===== src/rtl/tbl_pkg.sv =====
package tbl_pkg;

  typedef enum logic [1:0] {
    SEL_PTR_LO = 2'd0,
    SEL_PTR_HI = 2'd1,
    SEL_LAT_LO = 2'd2,
    SEL_LAT_HI = 2'd3
  } cfg_sel_e;

  typedef struct packed {
    logic wr;
    logic hi;
    logic inc;
  } tbl_op_t;

endpackage


===== src/rtl/tbl_seq.sv =====
module tbl_seq #(
  parameter int CLKS_PER_CYC = 4
) (
  input  logic                                   clk,
  input  logic                                   rst,
  input  logic                                   start,
  output logic                                   busy,
  output logic [$clog2(2*CLKS_PER_CYC)-1:0]      cnt,
  output logic                                   last
);
  localparam int TOTAL = 2 * CLKS_PER_CYC;
  localparam int CW    = $clog2(TOTAL);
  localparam logic [CW-1:0] LAST = CW'(TOTAL - 1);

  always_ff @(posedge clk) begin
    if (rst) begin
      busy <= 1'b0;
      cnt  <= '0;
    end else if (start) begin
      busy <= 1'b1;
      cnt  <= '0;
    end else if (busy) begin
      if (cnt == LAST) begin
        busy <= 1'b0;
        cnt  <= '0;
      end else begin
        cnt <= cnt + 1'b1;
      end
    end
  end

  assign last = busy && (cnt == LAST);
endmodule


===== src/rtl/tbl_ptr.sv =====
module tbl_ptr #(
  parameter int BYTE_W = 8
) (
  input  logic                clk,
  input  logic                rst,
  input  logic                ld_lo,
  input  logic                ld_hi,
  input  logic [BYTE_W-1:0]   ld_byte,
  input  logic                adv,
  output logic [2*BYTE_W-1:0] ptr
);
  always_ff @(posedge clk) begin
    if (rst) begin
      ptr <= '0;
    end else if (adv) begin
      ptr <= ptr + 1'b1;
    end else begin
      if (ld_lo) ptr[BYTE_W-1:0]        <= ld_byte;
      if (ld_hi) ptr[2*BYTE_W-1:BYTE_W] <= ld_byte;
    end
  end
endmodule


===== src/rtl/tbl_latch.sv =====
module tbl_latch #(
  parameter int BYTE_W = 8
) (
  input  logic                clk,
  input  logic                rst,
  input  logic                ld_lo,
  input  logic                ld_hi,
  input  logic [BYTE_W-1:0]   ld_byte,
  input  logic                word_we,
  input  logic [2*BYTE_W-1:0] word_in,
  output logic [2*BYTE_W-1:0] latch
);
  always_ff @(posedge clk) begin
    if (rst) begin
      latch <= '0;
    end else if (word_we) begin
      latch <= word_in;
    end else begin
      if (ld_lo) latch[BYTE_W-1:0]        <= ld_byte;
      if (ld_hi) latch[2*BYTE_W-1:BYTE_W] <= ld_byte;
    end
  end
endmodule


===== src/rtl/tbl_access_unit.sv =====
module tbl_access_unit #(
  parameter int BYTE_W       = 8,
  parameter int CLKS_PER_CYC = 4
) (
  input  logic                clk,
  input  logic                rst,
  input  logic                req_valid,
  input  logic                req_write,
  input  logic                req_hi,
  input  logic                req_inc,
  input  logic [BYTE_W-1:0]   req_wdata,
  input  logic                cfg_we,
  input  logic [1:0]          cfg_sel,
  input  logic [BYTE_W-1:0]   cfg_wdata,
  output logic [2*BYTE_W-1:0] pm_addr,
  output logic                pm_re,
  input  logic [2*BYTE_W-1:0] pm_rdata,
  output logic                pm_we,
  output logic [2*BYTE_W-1:0] pm_wdata,
  output logic [BYTE_W-1:0]   rd_data,
  output logic                rd_valid,
  output logic                busy,
  output logic [2*BYTE_W-1:0] ptr_out,
  output logic [2*BYTE_W-1:0] latch_out
);
  import tbl_pkg::*;

  localparam int WORD_W = 2 * BYTE_W;
  localparam int CW     = $clog2(2 * CLKS_PER_CYC);
  localparam logic [CW-1:0] PH_LOAD = CW'(1);
  localparam logic [CW-1:0] PH_RET  = CW'(2);

  logic            start, cfg_ok, last;
  logic [CW-1:0]   cnt;
  tbl_op_t         op;
  logic [WORD_W-1:0] ptr, latch, merged;
  logic [BYTE_W-1:0] ld_byte;
  logic            p_lo, p_hi, l_lo, l_hi, word_we;

  assign start  = req_valid && !busy;
  assign cfg_ok = cfg_we && !busy && !req_valid;

  tbl_seq #(.CLKS_PER_CYC(CLKS_PER_CYC)) u_seq (
    .clk(clk), .rst(rst), .start(start), .busy(busy), .cnt(cnt), .last(last)
  );

  // Request and direct loads are mutually exclusive (cfg_ok needs !req_valid)
  assign ld_byte = start ? req_wdata : cfg_wdata;
  assign p_lo    = cfg_ok && (cfg_sel == SEL_PTR_LO);
  assign p_hi    = cfg_ok && (cfg_sel == SEL_PTR_HI);
  assign l_lo    = (cfg_ok && (cfg_sel == SEL_LAT_LO)) || (start && req_write && !req_hi);
  assign l_hi    = (cfg_ok && (cfg_sel == SEL_LAT_HI)) || (start && req_write &&  req_hi);
  assign word_we = busy && !op.wr && (cnt == PH_LOAD);

  tbl_ptr #(.BYTE_W(BYTE_W)) u_ptr (
    .clk(clk), .rst(rst), .ld_lo(p_lo), .ld_hi(p_hi), .ld_byte(ld_byte),
    .adv(last && op.inc), .ptr(ptr)
  );

  tbl_latch #(.BYTE_W(BYTE_W)) u_latch (
    .clk(clk), .rst(rst), .ld_lo(l_lo), .ld_hi(l_hi), .ld_byte(ld_byte),
    .word_we(word_we), .word_in(pm_rdata), .latch(latch)
  );

  // Latch as it will look after the write merge, sent to memory at once
  assign merged = req_hi ? {req_wdata, latch[BYTE_W-1:0]}
                         : {latch[WORD_W-1:BYTE_W], req_wdata};

  always_ff @(posedge clk) begin
    if (rst) begin
      op       <= '0;
      pm_addr  <= '0;
      pm_re    <= 1'b0;
      pm_we    <= 1'b0;
      pm_wdata <= '0;
      rd_data  <= '0;
      rd_valid <= 1'b0;
    end else begin
      pm_re    <= 1'b0;
      pm_we    <= 1'b0;
      rd_valid <= 1'b0;
      if (start) begin
        op       <= '{wr: req_write, hi: req_hi, inc: req_inc};
        pm_addr  <= ptr;
        pm_re    <= !req_write;
        pm_we    <= req_write;
        if (req_write) pm_wdata <= merged;
      end
      if (busy && !op.wr && (cnt == PH_RET)) begin
        rd_data  <= op.hi ? latch[WORD_W-1:BYTE_W] : latch[BYTE_W-1:0];
        rd_valid <= 1'b1;
      end
    end
  end

  assign ptr_out   = ptr;
  assign latch_out = latch;
endmodule


===== config.mk =====
export PLATFORM = sky130hd
export DESIGN_NAME = tbl_access_unit
export DESIGN_NICKNAME = d
export VERILOG_FILES = /design/src/rtl/tbl_pkg.sv /design/src/rtl/tbl_seq.sv /design/src/rtl/tbl_ptr.sv /design/src/rtl/tbl_latch.sv /design/src/rtl/tbl_access_unit.sv
export SDC_FILE = /design/constraint.sdc
export NUM_CORES = 1
export LEC_CHECK = 0
export ABC_AREA = 1
export BUFFER_PORTS_ARGS = -buffer_cell sky130_fd_sc_hd__buf_4
export CAP_MARGIN = 20
export CORE_ASPECT_RATIO = 0.8
export CORE_MARGIN = 2
export CORE_UTILIZATION = 25
export DETAILED_ROUTE_END_ITERATION = 12
export PLACE_DENSITY = 0.41
export SLEW_MARGIN = 30
export SYNTH_ARGS = -nofsm -noshare
export SYNTH_HDL_FRONTEND = slang
export SYNTH_SLANG_ARGS = --single-unit

===== constraint.sdc =====
create_clock -name clk -period 2.14 [get_ports clk]
set_input_delay 0.535 -clock clk [delete_from_list [all_inputs] [get_ports clk]]
set_output_delay 0.535 -clock clk [all_outputs]
set_load 0.05 [all_outputs]

# After elaboration in Yosys (flattened, before gate mapping)

Index checks and enable logic that the tools add are counted.

Add/sub/neg operators: 2
Equal/unequal tests: 6
Mux-type cells: 14
Bitwise operators: 1
Reduce and logical (&&, ||, !) cells: 30

Operators by type and width:

| cell                  | count |
|---|---|
| $mux 16               | 3 |
| $mux 8                | 6 |
| $add 16x1->16 const B | 1 |
| $logic_and 1x1->1     | 15 |
| $reduce_bool 2->1     | 4 |
| $logic_not 1->1       | 5 |
| $eq 2x2->1 const B    | 2 |
| $mux 1                | 4 |
| $reduce_or 2->1       | 2 |
| $add 3x1->3 const B   | 1 |
| $eq 3x1->1 const B    | 1 |
| $eq 3x2->1 const B    | 1 |
| $eq 3x3->1 const B    | 1 |
| $mux 3                | 1 |
| $eq 2x1->1 const B    | 1 |
| $logic_not 2->1       | 1 |
| $logic_or 1x1->1      | 2 |
| $reduce_and 2->1      | 1 |
| $not 1->1             | 1 |

Register bits after elaboration: 82
Input bits: 41
Output and inout bits: 76
Logic and storage cells: 68

# Logic depth before layout (Yosys ltp)

Word-level depth: 7
Gate-level depth with buffers: 10
Mapped depth without buffers: 9

# Modules after synthesis

From an unflattened synthesis, not the netlist that was laid out.

Cell total of the unflattened synthesis: 625
Area, all modules: 4182.8 sq um

Modules (own cells, without submodules):

| module          | instances | cells each | area an instance (sq um) |
|---|---|---|---|
| tbl_access_unit | 1         | 308        | 2114.5 |
| tbl_ptr         | 1         | 170        | 1073.5 |
| tbl_latch       | 1         | 122        | 798.3 |
| tbl_seq         | 1         | 25         | 196.4 |

# Worst setup path before layout

OpenSTA, ideal clock, no wires.

Kind: register to register
Start: register u_ptr.ptr[1]
End: register u_ptr.ptr[6]
Arrival time: 1.623 ns
Data required time: 2.030 ns
Path slack: 0.407 ns
Cell stages (with the launch flop): 9
Path buffers: 0
Clock period less this slack: 1.733 ns
Path through: dfxtp_1 -> ha_1 -> nand3_1 -> nor2_1 -> nand2_1 -> nand3_1 -> nand3_1 -> nand2_1 -> inv_1

Longest elaborated chain between the ends: 2

Ends and longest elaborated chain:

| element                           | RTL line      | source |
|---|---|---|
| from (decl)                       | tbl_ptr.sv:10 | `output logic [2*BYTE_W-1:0] ptr` |
| from (signal assigned)            | tbl_ptr.sv:16 | `ptr <= ptr + 1'b1;` |
| from (signal, indexed assignment) | tbl_ptr.sv:18 | `if (ld_lo) ptr[BYTE_W-1:0] <= ld_byte;` |
| from (signal, indexed assignment) | tbl_ptr.sv:19 | `if (ld_hi) ptr[2*BYTE_W-1:BYTE_W] <= ld_byte;` |
| $add 16x1->16                     | tbl_ptr.sv:16 |  |
| $mux 16                           | tbl_ptr.sv:15 | `end else if (adv) begin` |

No other way between the ends.
A chain may end at the register's enable or synchronous reset.

# Final worst setup path

Start: register u_seq.busy
End: register u_latch.latch[9]

Longest elaborated chain between the ends: 6
Elaborated cells between the ends (all ways): 14

Ends and longest elaborated chain:

| element                                     | RTL line                                     | source |
|---|---|---|
| from (decl)                                 | tbl_seq.sv:7                                 | `output logic busy,` |
| from (signal assigned)                      | tbl_seq.sv:17                                | `busy <= 1'b0;` |
| from (signal assigned)                      | tbl_seq.sv:20                                | `busy <= 1'b1;` |
| from (signal assigned)                      | tbl_seq.sv:24                                | `busy <= 1'b0;` |
| $logic_not 1->1                             | tbl_access_unit.sv:40, tbl_access_unit.sv:41 |  |
| $logic_and 1x1->1, on equally long branches | tbl_access_unit.sv:41, tbl_access_unit.sv:40 |  |
| $logic_and 1x1->1, on equally long branches | tbl_access_unit.sv:41, tbl_access_unit.sv:52 |  |
| $logic_and 1x1->1                           | tbl_access_unit.sv:52                        | `assign l_hi = (cfg_ok && (cfg_sel == SEL_LAT_HI)) \|\| (start && req_write && req_hi);` |
| $logic_or 1x1->1                            | tbl_access_unit.sv:52                        |  |
| $reduce_bool 2->1 (no line)                 | -                                            |  |
| to (signal assigned)                        | tbl_latch.sv:17                              | `latch <= word_in;` |
| to (signal, indexed assignment)             | tbl_latch.sv:19                              | `if (ld_lo) latch[BYTE_W-1:0] <= ld_byte;` |
| to (signal, indexed assignment)             | tbl_latch.sv:20                              | `if (ld_hi) latch[2*BYTE_W-1:BYTE_W] <= ld_byte;` |
| to (decl)                                   | tbl_latch.sv:11                              | `output logic [2*BYTE_W-1:0] latch` |

Several ways; a longest one is shown, not always the timed one. The select of a mux whose other input is x is not followed.

==> impl_metrics.toml <==
[status]
outcome = "finished clean"

[synth]
synth_cell_types = 33
synthFlopType = "dfxtp_1"
synth-seq-cells = 82
netlist_area_sq_um = 4000
synth-edff-count = 0
synthTopCellsByArea = "dfxtp_1 (41%), nand2_1 (19%), nand3_1 (6.3%), o21ai_0 (5.6%), nor2_1 (5.4%)"
yosysSeqAreaShare_pct = 41.0
syn-num-nets = 634
yosys.area.top_type = "dfxtp_1"
syn_avg_cell_area_sq_um = 6.81
yosys_warnings = 0
netlist_instances = 588
synthArstFlopShare_pct = 0
synth_top_area_share_pct = 41.0

[clock_network]
cts_resized = 0
clk_latency_ps = 340
clkTransAtPathRegs_ps = 60
htreeDepth = 3
cts_buffer_depth = 2
numCtsBuffers = 9
root_buffer = "clkbuf_16"
clkSinkCount = 82
cts_tree = "yes"
hold_buffers = 0
post_cts_buffers = 0

[worst_setup_path]
cp.arrival_ps = 2210
crit_path_end_kind = "flip-flop"
worstPathMaxFanout = 16
startpoint_type = "flip-flop"
worstSetupPathType = "flip-flop to flip-flop"
ff2ff_setup_slack_ps = 190
required_ps = 2400

[layout]
area_growth_pct = 34.8
nNetsFinal = 756
drive_gt1_share_pct = 24.6
antenna_cells = 0
final_util_pct = 34.4

[timing]
setup-violations-final = 0
max_freq_mhz = 513
fin_crit_sh_pct = 91.1
rsz0062_at_grt = "false"
hold_violations = 0
finClkSkew_ps = 5.67
worst-slew-pin-transition_ps = 422
maxSlewHeadroom_pct = 71.7
fin_crit_ps = 1950
slew_viol_final = 0
tns_ps = 0

[power]
internal_power_mw = 2.65
p_clk_share_pct = 37.4
p_switching_mw = 1.20
power_density_nw_per_um2 = 713
leakage_nw = 2.50
seqPwrFrac_pct = 43.3
vdd_drop_max_v = 0.000340
swShare_pct = 31.1
power.share.combinational_pct = 19.3

[drt]
drt_wl_total_um = 15800
viasPerCell = 4.62
via_count = 4281
drtIter0Drc = 369
drtPass1Iterations = 5
drc = 0
ant_nets = 0
avgRoutedWirePerCell_um = 17.0

[floorplanning]
fp.dieH_um = 117
start_util_pct = 25.5
die_w_um = 145
io_pins = 117
die_area_sq_um = 17100
rows = 41
core_sq_um = 15700

[global_routing]
grt_pass1_vias = 3992
grt_max_degree = 25
grt_util_met1_pct = 28.1
grt-busiest-layer = "met1"
antenna_found_initial = 0
grt_use_met2_pct = 26.4
use_met3_pct = 4.57
grt_pass1_wl_um = 23900
track_usage_pct = 18.5
grt-ovfl-total = 0

[hold_path]
min_path_type = "input port to flip-flop"

[placement]
place_hpwl_um = 12200
numPortBuffers = 116
gp_congestion = 0.886

[job]
maxCapViolCount = 0
## power by group through the flow
stage | clock network [mW] | logic, mW | registers, mW
6_report | 1.44 | 0.744 | 1.67
5_1_grt | 1.54 | 0.802 | 1.67
4_1_cts | 1.47 | 0.747 | 1.66
3_5_place_dp | 0 | 0.744 | 1.70
3_3_place_gp | 0 | 0.749 | 1.70
2_1_floorplan | 0 | 0.266 | 1.86
## sequential cells by signal, indices dropped and copies added (netlist names)
| register | flops |
|---|---|
| rd_data | 8 |
| u_ptr.ptr | 16 |
| pm_we | 1 |
| rd_valid | 1 |
| op | 3 |
| pm_addr | 16 |
| pm_re | 1 |
| u_seq.busy | 1 |
| pm_wdata | 16 |
| u_latch.latch | 16 |
| u_seq.cnt | 3 |
## per-stage QoR
stage	hold WS [ps]	total power [mW]	cell area, sq um	cells	worst slack [ps]
4_1_cts	345	3.89	5400	927	222
2_1_floorplan	439	2.13	4000	588	407
5_1_grt	345	4.02	5400	927	21.1
3_5_place_dp	450	2.44	5140	914	247
3_3_place_gp	442	2.45	5140	914	243
6_report	356	3.85	5400	927	190
## path summary, 6_finish.rpt
kind | from | endpoint | cells past startpoint
min | req_write | pm_re | 2
max | u_seq.busy | u_latch.latch[9] | 9
max reg2reg | u_seq.busy | u_latch.latch[9] | 9
min reg2reg | pm_addr[13] | pm_addr[13] | 2
## cell type report
cell class	count	area (sq um)
clock buffers	13	260
repair buffers	133	998
fillers	1733	10300
flip-flops and latches	82	1640
inverters	55	224
well taps	215	269
multi-input cells	429	2010
## worst max-delay path, stage by stage, from the launching register on
cell and delay [ps]:
dfxtp_1 500, buf_4 220, inv_8 40, nor2_4 90, nand3_2 270, inv_2 320, nand2_1 90, nand2_1 70
nor2_1 70, nor2_1 190
## cell usage in the layout (no fill, tap or decap), drive strengths merged, types with 12 or more instances in the layout
master	n
buf	133
nand3	55
clkbuf	13
nand2	207
a31oi	25
inv	54
dfxtp	82
o21ai	52
nor2	63
a21oi	12
## cells in the mapped netlist (4+ instances only)
cell type  count
nand3_1       50
nor2_1        58
clkbuf_1       7
inv_1         39
ha_1           5
o21ai_0       45
a31oi_1       25
dfxtp_1       82
buf_6          4
nand2_1      203
a21oi_1       12
inv_2         12
o21ai_1        7
buf_2          7
## per-layer routing
metal	wire [um]	vias to the layer above
met5	0	-
met4	140	0
met3	807	7
met2	6600	139
met1	8210	2002
li1	-	2133
## cell families (layout without fill, tap and decap cells)
logic type | after synthesis | after routing | synth area share [%]
AND/OR/NAND/NOR | 330 | 330 | 35.7
adder cells (fa/ha/maj) | 5 | 5 | 1.56
flip-flops | 82 | 82 | 41.0
buffers and inverters | 77 | 201 | 8.91
AO/OA/AOI/OAI | 94 | 94 | 12.8
Power figures use the tool's default switching activity.
